<file path="src/rtl/sched_pkg.sv">
package sched_pkg;
    localparam int NREG   = 16;
    localparam int XLEN   = 32;
    localparam int IMM_W  = 8;
    localparam int TAG_W  = 4;
    localparam int NENT   = 4;
    localparam int LD_LAT = 5;
    localparam int OP_W   = 3;

    localparam int RIDX_W = $clog2(NREG);
    localparam int IDX_W  = $clog2(NENT);
    localparam int CNT_W  = $clog2(NENT + 1);
    localparam int LD_STG = LD_LAT - 1;
    localparam int SH_W   = $clog2(XLEN);

    typedef enum logic [OP_W-1:0] {
        OP_ADD  = 3'd0,
        OP_SUB  = 3'd1,
        OP_AND  = 3'd2,
        OP_OR   = 3'd3,
        OP_SRL  = 3'd4,
        OP_LOAD = 3'd5
    } op_e;

    typedef struct packed {
        logic              rdy;
        logic [TAG_W-1:0]  tag;
        logic [XLEN-1:0]   val;
    } src_t;

    typedef struct packed {
        logic              valid;
        logic [TAG_W-1:0]  tag;
        op_e               op;
        logic [RIDX_W-1:0] rd;
        logic              a_rdy;
        logic [TAG_W-1:0]  a_tag;
        logic [XLEN-1:0]   a_val;
        logic              b_rdy;
        logic [TAG_W-1:0]  b_tag;
        logic [XLEN-1:0]   b_val;
    } hq_ent_t;

    typedef struct packed {
        logic              valid;
        logic [TAG_W-1:0]  tag;
        logic [RIDX_W-1:0] rd;
        logic [XLEN-1:0]   data;
    } wb_t;

    typedef struct packed {
        logic              valid;
        logic [TAG_W-1:0]  tag;
        logic [RIDX_W-1:0] rd;
        logic [XLEN-1:0]   addr;
    } lp_t;
endpackage

</file>
<file path="src/rtl/sched_regstat.sv">
module sched_regstat
    import sched_pkg::*;
(
    input  logic              clk,
    input  logic              rst_n,
    input  logic [RIDX_W-1:0] rd_a,
    input  logic [RIDX_W-1:0] rd_b,
    output src_t              src_a,
    output src_t              src_b,
    input  logic              alloc_en,
    input  logic [RIDX_W-1:0] alloc_rd,
    input  logic [TAG_W-1:0]  alloc_tag,
    input  wb_t               wb
);
    typedef struct packed {
        logic [NREG-1:0]            busy;
        logic [NREG-1:0][TAG_W-1:0] ptag;
        logic [NREG-1:0][XLEN-1:0]  rf;
    } st_t;

    st_t st_d, st_q;

    // Read with same-cycle forwarding from the write-back port.
    function automatic src_t lookup(input st_t s, input logic [RIDX_W-1:0] idx, input wb_t w);
        src_t r;
        r.rdy = !s.busy[idx];
        r.tag = s.ptag[idx];
        r.val = s.rf[idx];
        if (s.busy[idx] && w.valid && (s.ptag[idx] == w.tag)) begin
            r.rdy = 1'b1;
            r.val = w.data;
        end
        return r;
    endfunction

    assign src_a = lookup(st_q, rd_a, wb);
    assign src_b = lookup(st_q, rd_b, wb);

    always_comb begin
        st_d = st_q;
        // Only the newest producer of a register may retire it (WAW).
        if (wb.valid && st_q.busy[wb.rd] && (st_q.ptag[wb.rd] == wb.tag)) begin
            st_d.busy[wb.rd] = 1'b0;
            st_d.rf[wb.rd]   = wb.data;
        end
        if (alloc_en) begin
            st_d.busy[alloc_rd] = 1'b1;
            st_d.ptag[alloc_rd] = alloc_tag;
        end
    end

    always_ff @(posedge clk) begin
        if (!rst_n) st_q <= '0;
        else        st_q <= st_d;
    end
endmodule

</file>
<file path="src/rtl/sched_holdq.sv">
module sched_holdq
    import sched_pkg::*;
(
    input  logic              clk,
    input  logic              rst_n,
    input  logic              push,
    input  hq_ent_t           push_ent,
    input  wb_t               wb,
    input  logic              alu_block,
    output logic              full,
    output logic [CNT_W-1:0]  cnt,
    output logic              iss_valid,
    output logic [TAG_W-1:0]  iss_tag,
    output op_e               iss_op,
    output logic [RIDX_W-1:0] iss_rd,
    output logic [XLEN-1:0]   iss_a,
    output logic [XLEN-1:0]   iss_b
);
    typedef struct packed {
        hq_ent_t [NENT-1:0] ent;
        logic [CNT_W-1:0]   cnt;
    } st_t;

    st_t st_d, st_q;
    logic               found;
    logic [IDX_W-1:0]   sel;
    logic [CNT_W-1:0]   cnt_after;
    hq_ent_t [NENT-1:0] woken;
    hq_ent_t [NENT-1:0] nxt;

    always_comb begin
        st_d  = st_q;
        found = 1'b0;
        sel   = '0;
        // Index 0 is always the oldest entry: first ready wins.
        for (int i = 0; i < NENT; i++) begin
            if (!found && st_q.ent[i].valid && st_q.ent[i].a_rdy && st_q.ent[i].b_rdy &&
                !(alu_block && (st_q.ent[i].op != OP_LOAD))) begin
                found = 1'b1;
                sel   = IDX_W'(i);
            end
        end

        woken = st_q.ent;
        for (int i = 0; i < NENT; i++) begin
            if (wb.valid && woken[i].valid && !woken[i].a_rdy && (woken[i].a_tag == wb.tag)) begin
                woken[i].a_rdy = 1'b1;
                woken[i].a_val = wb.data;
            end
            if (wb.valid && woken[i].valid && !woken[i].b_rdy && (woken[i].b_tag == wb.tag)) begin
                woken[i].b_rdy = 1'b1;
                woken[i].b_val = wb.data;
            end
        end

        nxt = woken;
        if (found) begin
            for (int i = 0; i < NENT - 1; i++) begin
                if (IDX_W'(i) >= sel) nxt[i] = woken[i + 1];
            end
            nxt[NENT-1] = '0;
        end

        cnt_after = st_q.cnt - CNT_W'(found);
        if (push) nxt[cnt_after[IDX_W-1:0]] = push_ent;

        st_d.ent = nxt;
        st_d.cnt = cnt_after + CNT_W'(push);
    end

    always_ff @(posedge clk) begin
        if (!rst_n) st_q <= '0;
        else        st_q <= st_d;
    end

    assign full      = (st_q.cnt == CNT_W'(NENT));
    assign cnt       = st_q.cnt;
    assign iss_valid = found;
    assign iss_tag   = st_q.ent[sel].tag;
    assign iss_op    = st_q.ent[sel].op;
    assign iss_rd    = st_q.ent[sel].rd;
    assign iss_a     = st_q.ent[sel].a_val;
    assign iss_b     = st_q.ent[sel].b_val;
endmodule

</file>
<file path="src/rtl/sched_exec.sv">
module sched_exec
    import sched_pkg::*;
(
    input  logic              clk,
    input  logic              rst_n,
    input  logic              iss_valid,
    input  logic [TAG_W-1:0]  iss_tag,
    input  op_e               iss_op,
    input  logic [RIDX_W-1:0] iss_rd,
    input  logic [XLEN-1:0]   iss_a,
    input  logic [XLEN-1:0]   iss_b,
    input  logic [XLEN-1:0]   mem_rdata,
    output logic              alu_block,
    output logic              mem_valid,
    output logic [XLEN-1:0]   mem_addr,
    output wb_t               wb
);
    typedef struct packed {
        lp_t [LD_STG-1:0] lp;
        wb_t              wb;
    } st_t;

    st_t st_d, st_q;

    function automatic logic [XLEN-1:0] alu(input op_e op, input logic [XLEN-1:0] a,
                                            input logic [XLEN-1:0] b);
        case (op)
            OP_ADD:  return a + b;
            OP_SUB:  return a - b;
            OP_AND:  return a & b;
            OP_OR:   return a | b;
            OP_SRL:  return a >> b[SH_W-1:0];
            default: return '0;
        endcase
    endfunction

    always_comb begin
        st_d = st_q;
        st_d.lp[0].valid = iss_valid && (iss_op == OP_LOAD);
        st_d.lp[0].tag   = iss_tag;
        st_d.lp[0].rd    = iss_rd;
        st_d.lp[0].addr  = iss_a;
        for (int k = 1; k < LD_STG; k++) st_d.lp[k] = st_q.lp[k-1];

        st_d.wb = '0;
        if (st_q.lp[LD_STG-1].valid) begin
            st_d.wb.valid = 1'b1;
            st_d.wb.tag   = st_q.lp[LD_STG-1].tag;
            st_d.wb.rd    = st_q.lp[LD_STG-1].rd;
            st_d.wb.data  = mem_rdata;
        end else if (iss_valid && (iss_op != OP_LOAD)) begin
            st_d.wb.valid = 1'b1;
            st_d.wb.tag   = iss_tag;
            st_d.wb.rd    = iss_rd;
            st_d.wb.data  = alu(iss_op, iss_a, iss_b);
        end
    end

    always_ff @(posedge clk) begin
        if (!rst_n) st_q <= '0;
        else        st_q <= st_d;
    end

    assign alu_block = st_q.lp[LD_STG-1].valid;
    assign mem_valid = st_q.lp[LD_STG-1].valid;
    assign mem_addr  = st_q.lp[LD_STG-1].addr;
    assign wb        = st_q.wb;
endmodule

</file>
<file path="src/rtl/sched_ooo_top.sv">
module sched_ooo_top
    import sched_pkg::*;
(
    input  logic              clk,
    input  logic              rst_n,
    input  logic              dec_valid,
    output logic              dec_ready,
    input  logic [OP_W-1:0]   dec_op,
    input  logic [RIDX_W-1:0] dec_rd,
    input  logic [RIDX_W-1:0] dec_rs1,
    input  logic [RIDX_W-1:0] dec_rs2,
    input  logic              dec_imm_sel,
    input  logic [IMM_W-1:0]  dec_imm,
    output logic              ex_valid,
    output logic [TAG_W-1:0]  ex_tag,
    output logic              wb_valid,
    output logic [TAG_W-1:0]  wb_tag,
    output logic [RIDX_W-1:0] wb_rd,
    output logic [XLEN-1:0]   wb_data,
    output logic              mem_valid,
    output logic [XLEN-1:0]   mem_addr,
    input  logic [XLEN-1:0]   mem_rdata
);
    typedef struct packed {
        logic [TAG_W-1:0] seq;
    } st_t;

    st_t               st_d, st_q;
    logic              full;
    logic              accept;
    logic [CNT_W-1:0]  q_cnt;
    src_t              a_src, b_src;
    hq_ent_t           push_ent;
    wb_t               wb;
    logic              alu_block;
    logic              iss_valid;
    logic [TAG_W-1:0]  iss_tag;
    op_e               iss_op;
    logic [RIDX_W-1:0] iss_rd;
    logic [XLEN-1:0]   iss_a, iss_b;
    logic              iss_load;

    assign dec_ready = !full;
    assign accept    = dec_valid && !full;

    always_comb begin
        st_d = st_q;
        if (accept) st_d.seq = st_q.seq + 1'b1;
    end

    always_ff @(posedge clk) begin
        if (!rst_n) st_q <= '0;
        else        st_q <= st_d;
    end

    // Build the queue entry, capturing operands that are ready now (WAR).
    always_comb begin
        push_ent       = '0;
        push_ent.valid = 1'b1;
        push_ent.tag   = st_q.seq;
        push_ent.op    = op_e'(dec_op);
        push_ent.rd    = dec_rd;
        push_ent.a_rdy = a_src.rdy;
        push_ent.a_tag = a_src.tag;
        push_ent.a_val = a_src.val;
        if (dec_imm_sel || (op_e'(dec_op) == OP_LOAD)) begin
            push_ent.b_rdy = 1'b1;
            push_ent.b_val = XLEN'(dec_imm);
        end else begin
            push_ent.b_rdy = b_src.rdy;
            push_ent.b_tag = b_src.tag;
            push_ent.b_val = b_src.val;
        end
    end

    sched_regstat u_regs (
        .clk       (clk),
        .rst_n     (rst_n),
        .rd_a      (dec_rs1),
        .rd_b      (dec_rs2),
        .src_a     (a_src),
        .src_b     (b_src),
        .alloc_en  (accept),
        .alloc_rd  (dec_rd),
        .alloc_tag (st_q.seq),
        .wb        (wb)
    );

    sched_holdq u_hold (
        .clk       (clk),
        .rst_n     (rst_n),
        .push      (accept),
        .push_ent  (push_ent),
        .wb        (wb),
        .alu_block (alu_block),
        .full      (full),
        .cnt       (q_cnt),
        .iss_valid (iss_valid),
        .iss_tag   (iss_tag),
        .iss_op    (iss_op),
        .iss_rd    (iss_rd),
        .iss_a     (iss_a),
        .iss_b     (iss_b)
    );

    sched_exec u_exec (
        .clk       (clk),
        .rst_n     (rst_n),
        .iss_valid (iss_valid),
        .iss_tag   (iss_tag),
        .iss_op    (iss_op),
        .iss_rd    (iss_rd),
        .iss_a     (iss_a),
        .iss_b     (iss_b),
        .mem_rdata (mem_rdata),
        .alu_block (alu_block),
        .mem_valid (mem_valid),
        .mem_addr  (mem_addr),
        .wb        (wb)
    );

    assign iss_load = iss_valid && (iss_op == OP_LOAD);
    assign ex_valid = iss_valid;
    assign ex_tag   = iss_tag;
    assign wb_valid = wb.valid;
    assign wb_tag   = wb.tag;
    assign wb_rd    = wb.rd;
    assign wb_data  = wb.data;
endmodule

</file>
<file path="config.mk">
export PLATFORM = sky130hd
export DESIGN_NAME = sched_ooo_top
export DESIGN_NICKNAME = d
export VERILOG_FILES = /design/src/rtl/sched_pkg.sv /design/src/rtl/sched_regstat.sv /design/src/rtl/sched_holdq.sv /design/src/rtl/sched_exec.sv /design/src/rtl/sched_ooo_top.sv
export SDC_FILE = /design/constraint.sdc
export NUM_CORES = 2
export LEC_CHECK = 0
export BUFFER_PORTS_ARGS = -buffer_cell sky130_fd_sc_hd__buf_4
export CAP_MARGIN = 30
export CORE_MARGIN = 2
export CORE_UTILIZATION = 30
export CTS_CLUSTER_SIZE = 25
export DETAILED_ROUTE_END_ITERATION = 7
export HOLD_SLACK_MARGIN = 0.08
export SLEW_MARGIN = 20
export SYNTH_ARGS = -nofsm -noshare
export SYNTH_HDL_FRONTEND = slang
export SYNTH_SLANG_ARGS = --single-unit
export TNS_END_PERCENT = 10
</file>
<file path="constraint.sdc">
create_clock -name clk -period 5.95 [get_ports clk]
set_clock_uncertainty 0.2 [all_clocks]
set_input_delay 0 -clock clk [delete_from_list [all_inputs] [get_ports clk]]
set_output_delay 0 -clock clk [all_outputs]
set_load 0.02 [all_outputs]
</file>
* Word-level counts from Yosys, hierarchy flattened
Cells that the tools add are included.
** Storage, ports and cells
- Bits in registers :: 1148
- Latch bits :: 0
- Memory bits (writable) :: 0
- Memory bits (read-only) :: 0
- Input bits :: 59
- Output and inout port bits :: 80
- Logic and storage cells :: 283
- Memories :: 0
** Cells by class
- $add $sub $neg :: 5
- Multipliers :: 0
- Divide/modulo/power cells :: 0
- $lt $le $gt $ge :: 12
- Equality and inequality tests :: 23
- Shift-type cells :: 1
- Multiplexer cells :: 71
- Bitwise logic cells :: 5
- Reductions and logical operators :: 71
** Operators by type and width (count)
- two-way mux 344 bit :: 2
- bitwise mux 512 bit :: 1
- two-way mux 32 bit :: 14
- bitwise mux 344 bit :: 1
- two-way mux 86 bit :: 4
- binary-select mux 32 bit (select 4 bit) :: 2
- binary-select mux 86 bit (select 2 bit) :: 1
- demux 86 bit (select 2 bit) :: 1
- one-hot mux 32 bit (5 select lines) :: 1
- demux 32 bit (select 4 bit) :: 1
- two-way mux 85 bit :: 1
- two-way mux 41 bit :: 2
- two-way mux 80 bit :: 1
- bitwise mux 64 bit :: 1
- logical AND 1 bit :: 51
- binary-select mux 4 bit (select 4 bit) :: 3
- == test 4 bit :: 11
- adder 32 bit :: 1
- bitwise AND 32 bit :: 1
- OR 32 bit :: 1
- right shift 32 x 5 -> 32 bit :: 1
- subtractor 32 bit :: 1
- two-way mux 1 bit :: 21
- < comparator 4 x 5 -> 1 bit, second input constant :: 4
- 24 further kinds :: 60

* Longest topological paths before layout
- Depth in word-level cells :: 30
- Gate-level depth with buffers :: 27
- Gate-level depth less buffers :: 22

* By module
Synthesis repeated with hierarchy kept, for this count alone.
** Unflattened totals
- Cells, all modules :: 6774
- Area total of the unflattened synthesis :: 64096.5 µm²
** Modules (own cells, without submodules)
- sched_regstat :: instances 1, cells an instance 3080, area an instance 33534.7 µm², sequential area each 11851.4 µm²
- sched_holdq :: instances 1, cells an instance 2377, area an instance 18816.8 µm², sequential area each 6946.7 µm²
- sched_exec :: instances 1, cells an instance 1256, area an instance 11210.8 µm², sequential area each 4103.9 µm²
- sched_ooo_top :: instances 1, cells an instance 61, area an instance 534.3 µm², sequential area each 80.1 µm²

* Worst setup path after synthesis
OpenSTA, ideal clock, no wires.
- Kind :: register -> register
- Start point :: reg u_exec.st_q (netlist bit u_exec.alu_block)
- End point :: reg u_exec.st_q (netlist bit u_exec.wb[28])
- Setup time :: 0.070 ns
- Data arrival time :: 5.642 ns
- Required time :: 5.680 ns
- Slack :: 0.037 ns
- Cell stages (with the launch flop) :: 27
- Path buffers :: 7
- Clock period less this slack :: 5.913 ns
- Cell sequence :: dfxtp_1 > buf_2 > a21oi_1 > a21oi_1 > nor2_1 > buf_4 > buf_4 > buf_4 > buf_4 > mux2i_1 > clkbuf_1 > nand2_1 > clkbuf_1 > nor2_1 > a21oi_1 > fa_1 > a21oi_1 > o21ai_0 > a211oi_1 > o221ai_1 > a21oi_1 > o31ai_1 > a41o_1 > o21ai_0 > nor4bb_1 > nor2_1 > a21oi_1
** Between the ends
- Cells in the longest elaborated chain, start to end :: 28
- Elaborated cells on any way between the ends :: 48
- Classes of those cells :: add/sub: 2; eq/ne: 5; shift: 1; mux: 12; bitwise: 2; reduce/logical: 26
** RTL lines
- from (decl) :: RTL line sched_exec.sv:23 : st_t st_d, st_q;
- from (signal assigned) :: RTL line sched_exec.sv:61 : else st_q <= st_d;
- logical AND 1 bit :: RTL line sched_holdq.sv:38 : !(alu_block && (st_q.ent[i].op != OP_LOAD))) begin
- zero test 1 bit :: RTL line sched_holdq.sv:38
- logical AND 1 bit :: RTL line sched_holdq.sv:37 : if (!found && st_q.ent[i].valid && st_q.ent[i].a_rdy && st_q.ent[i].b_rdy &&
- two-way mux 1 bit :: RTL line sched_holdq.sv:37
- zero test 1 bit :: RTL line sched_holdq.sv:37
- logical AND 1 bit (4 in series) :: RTL line sched_holdq.sv:37
- two-way mux 1 bit :: RTL line sched_holdq.sv:37
- zero test 1 bit :: RTL line sched_holdq.sv:37
- (+6 left out)
- logical AND 1 bit (4 in series) :: RTL line sched_holdq.sv:37
- two-way mux 2 bit :: RTL line sched_holdq.sv:37
- binary-select mux 86 bit (select 2 bit) :: RTL line sched_holdq.sv:80, sched_holdq.sv:82, sched_holdq.sv:83
- two-way mux 85 bit
- subtractor 32 bit, or another cell as far along :: RTL line sched_exec.sv:29 : OP_SUB: return a - b;
- one-hot mux 32 bit (5 select lines) or logical AND 1 bit (tied branches) :: RTL line sched_exec.sv:27, sched_exec.sv:51
- two-way mux 41 bit :: RTL line sched_exec.sv:51 : end else if (iss_valid && (iss_op != OP_LOAD)) begin
- two-way mux 41 bit * :: RTL line sched_exec.sv:46 : if (st_q.lp[LD_STG-1].valid) begin
Mark *: on every way between the ends. The rest lies on a longest branch, timed or not. The select of a mux whose other input is x is not followed.
A chain may end at the register's enable or synchronous reset.

* Worst setup path after layout
- Start point :: reg u_hold.st_q[340] (netlist bit)
- End point :: reg u_exec.st_q (netlist bit u_exec.wb[28])
** Between the ends
- Cells in the longest elaborated chain, start to end :: 11
- Elaborated cells on any way between the ends :: 23
- Classes of those cells :: add/sub: 2; eq/ne: 6; shift: 1; mux: 7; bitwise: 2; reduce/logical: 5
** RTL lines
- from (decl) :: RTL line sched_holdq.sv:24 : st_t st_d, st_q;
- from (signal assigned) :: RTL line sched_holdq.sv:73 : else st_q <= st_d;
- inequality test 3 bit :: RTL line sched_holdq.sv:38
- logical AND 1 bit :: RTL line sched_holdq.sv:38
- zero test 1 bit :: RTL line sched_holdq.sv:38
- logical AND 1 bit :: RTL line sched_holdq.sv:37
- two-way mux 2 bit :: RTL line sched_holdq.sv:37
- binary-select mux 86 bit (select 2 bit) :: RTL line sched_holdq.sv:80, sched_holdq.sv:82, sched_holdq.sv:83
- two-way mux 85 bit
- subtractor 32 bit, or another cell as far along :: RTL line sched_exec.sv:29
- one-hot mux 32 bit (5 select lines) or logical AND 1 bit (tied branches) :: RTL line sched_exec.sv:27, sched_exec.sv:51
- two-way mux 41 bit * :: RTL line sched_exec.sv:51
- two-way mux 41 bit * :: RTL line sched_exec.sv:46
Marks and branches as above.

==> results.txt <==
Worst reg2reg path endpoint = u_exec.wb[28]
Req. time, crit path = 6.45 ns
Crit path capture type = flip-flop
Post-DP HPWL = 140700 um
DR vias/cell = 5.665
Commonest cells after routing, fill and taps aside = 1480 x nand2_1, 1143 x dfxtp_1, 819 x a21oi_1, 690 x nor2_1, 399 x mux4_2
CTS buffer count = 119
FF-to-FF path depth = 23
CTS Buffer Depth = 3
First-iteration detailed-routing DRC count = 6695
Hold WC Path Type = in2reg
Syn Std Cell Area = 61140 um2
FF-to-FF setup slack = 0.20 ns
Number of port buffers = 138
Power density over the cells = 261.7 nW/um2
Synth Instances = 7051
Area growth, synth to finish = 14.15%
First-pass detailed-route iteration total = 6
Min-delay src = rst_n
GRT Util Overall = 21.26%
Avg WL per Cell = 23.85 um
Worst hold path endpoint = u_exec.st_d[149]
F_max = 0.1739 GHz
Critical path type = reg2reg
Clk sink count = 1148
Maximum vdd drop = 0.2515 mV
Unrepaired setup endpoints after global routing = yes
Synth Warn # = 0
Most common cell after layout, fill and taps aside = nand2_1
Routed vias = 54686
Post-synth cell types = 80
Chip width = 455.4 um
Slew @ Worst Pin = 1.235 ns
Max Slew Vio Count = 0
Core area = 202300 um2
Setup TNS = 0 ns
Pwr Total = 0.01826 W
Hold Path Depth = 3
Row count = 165
Worst Path Arrival = 6.25 ns
Fill cell count = 20534
Vias in the first global route = 52473
Hold slack = 0.1108 ns
Slew HR = 17.69%
Root Buffer = clkbuf_16
Post-synthesis net count = 7150
WL final = 230300 um
Worst-Skew Late Latency = 0.81 ns
Initial antenna violation count = 5
First-pass GRT wire length = 340900 um
Clock Pin Slew Worst Setup and Hold Paths = 0.06 ns
Post-synth EDFFs = 0
Post-route DRC = 0
I/O pin count = 139
Post-synthesis sequential area ratio = 37.59%
Detail Route Antenna Nets = 0
Async set-reset flop share out of synthesis = 0%
Seq cells post-synth = 1148
Top_reg_cell synth = dfxtp_1
Die footprint = 207400 um2
Die Y = 455.4 um
Max-Cap Viols = 0
Layout cells sized above 1 = 16.73%
Post-Syn Area per Cell = 8.671 um2
Routability cong. = 0.9607
Leakage power = 24.76 nW
Largest net degree at the start of global routing = 246
Outcome = finished, final reports clean
Grt total ovfl = 0
Initial Utilization = 30.22%
Tcrit/Tclk final = 96.66%
H-tree lvl count = 3
Fin nets = 6979
Final setup viols = 0
CTS tree = done
Minimum clock period = 5.751 ns
Worst-path fanout max = 17
Worst R2R Start = u_hold.st_q[340]
CP Launch Type = flip-flop
Final hold vios = 0
==> report_power, final <==
group          internal [W]  switching, W
registers           0.00782      0.000110
clock network       0.00463       0.00341
logic              0.000840       0.00145
total                0.0133       0.00498
==> critical path: stages, from the launching register on <==
cell	delay (ns)
dfxtp_1	0.35
nand3b_1	0.26
a21o_1	0.28
a211oi_4	0.26
buf_12	0.21
buf_16	0.20
mux2i_2	0.27
mux2_4	0.22
nand4_2	0.16
or4_4	0.60
nor2_1	0.19
a21oi_1	0.11
xor2_1	0.15
ha_1	0.37
a211o_1	0.32
a21oi_1	0.12
o21ai_0	0.09
o21ai_0	0.10
o31ai_2	0.13
a41o_1	0.28
o21ai_0	0.22
nor4bb_2	0.34
nor2_1	0.07
a21oi_1	0.14
==> cell type report <==
type	count	area (um2)	share of cell area [%]
multi-input combinational	5081	34890	49.99
inverter	62	240.2	0.3442
antenna	1	2.502	0.003586
tap	2672	3343	4.790
clock buffer	163	3373	4.833
sequential	1148	22990	32.94
clock inverter	58	798.3	1.144
timing repair buffer	468	4158	5.957
==> state kept, by name, indices dropped and copies added, names as in the netlist <==
name	count
u_exec.st_d	123
u_exec.wb	41
u_hold.cnt	3
u_exec.alu_block	1
u_exec.st_q	8
u_regs.st_q	592
u_exec.mem_addr	32
st_q	4
u_hold.st_q	344
==> routing by layer <==
layer / track usage [%] / part of all wire [%] / vias up
met5: 0 / 0.012 / -
met4: 9.862 / 4.6 / 4
met3: 3.661 / 9.4 / 588
met2: 34.67 / 46 / 2947
met1: 27.36 / 40 / 26838
li1: - / - / 24309
==> how the worst max path moves through the flow <==
stage,start,endpoint,slack [ns],cells past startpoint
final,u_hold.st_q[340],u_exec.wb[28],0.20,23
after global routing,u_hold.st_q[340],u_exec.wb[28],-0.10,23
after CTS,u_hold.st_q[340],u_exec.wb[29],0.02,23
after detailed placement,u_hold.st_q[340],u_exec.wb[29],0.03,23
after global placement,u_hold.st_q[248],u_exec.wb[29],0.12,23
after floorplan,u_exec.alu_block,u_exec.wb[28],0.04,26
==> metrics by stage <==
stage	cells	setup slack, ns	utilization (%)	instance area, um2
final	9653	0.1985	34.50	69790
after global placement	9305	0.1226	31.75	64230
after global routing	9652	-0.1010	34.49	69790
after floorplan	7051	0.03731	-	61140
after detailed placement	9307	0.03455	31.76	64270
after CTS	9647	0.02348	34.42	69630
==> cell families after synthesis <==
kind of cell / share of synthesized area (%)
compound gates: 13.89
xor+xnor: 1.504
fa+ha+maj: 1.126
buf+inv: 5.845
flops: 37.59
mux: 22.01
simple gates: 18.04
==> cells in the mapped netlist (5+ instances only) <==
cell type,n,share of area [%]
inv_1,60,0.37
mux4_2,399,15
and3_1,26,0.27
buf_6,6,0.11
ha_1,39,0.80
nand3_1,93,0.76
o21ai_0,66,0.54
a211o_1,5,0.072
dfxtp_1,1148,38
nor2_1,698,4.3
o22ai_1,104,1.1
o211ai_1,13,0.16
nand2b_1,16,0.16
buf_2,74,0.61
a22o_1,7,0.10
o2111ai_1,5,0.072
a22oi_1,83,1.0
xnor2_1,69,0.99
buf_4,89,1.1
nor4_1,7,0.072
mux2_2,124,2.3
o21ai_1,11,0.090
nor2b_1,38,0.39
a21o_1,16,0.20
nand4_1,9,0.092
xor2_1,36,0.52
o21bai_1,5,0.061
nand2_1,1493,9.2
and2_1,149,1.5
a21oi_1,824,6.7
clkbuf_1,524,3.2
maj3_1,18,0.29
a311oi_1,114,1.6
nor3_1,118,0.97
mux2i_1,307,5.0
buf_1,66,0.41
o221ai_1,13,0.19
o21a_1,5,0.061
a211oi_1,91,1.1
a221oi_1,6,0.086
a31oi_1,15,0.15
==> repair_timing <==
action | in CTS | in global routing
buffers inserted | 0 | 1
hold endpoints to repair | 354 | 0
gates resized for setup | 0 | 27
endpoints found under the setup margin | 0 | 18
hold buffers | 119 | 0
Note: power is estimated with default switching activity, not from simulation.
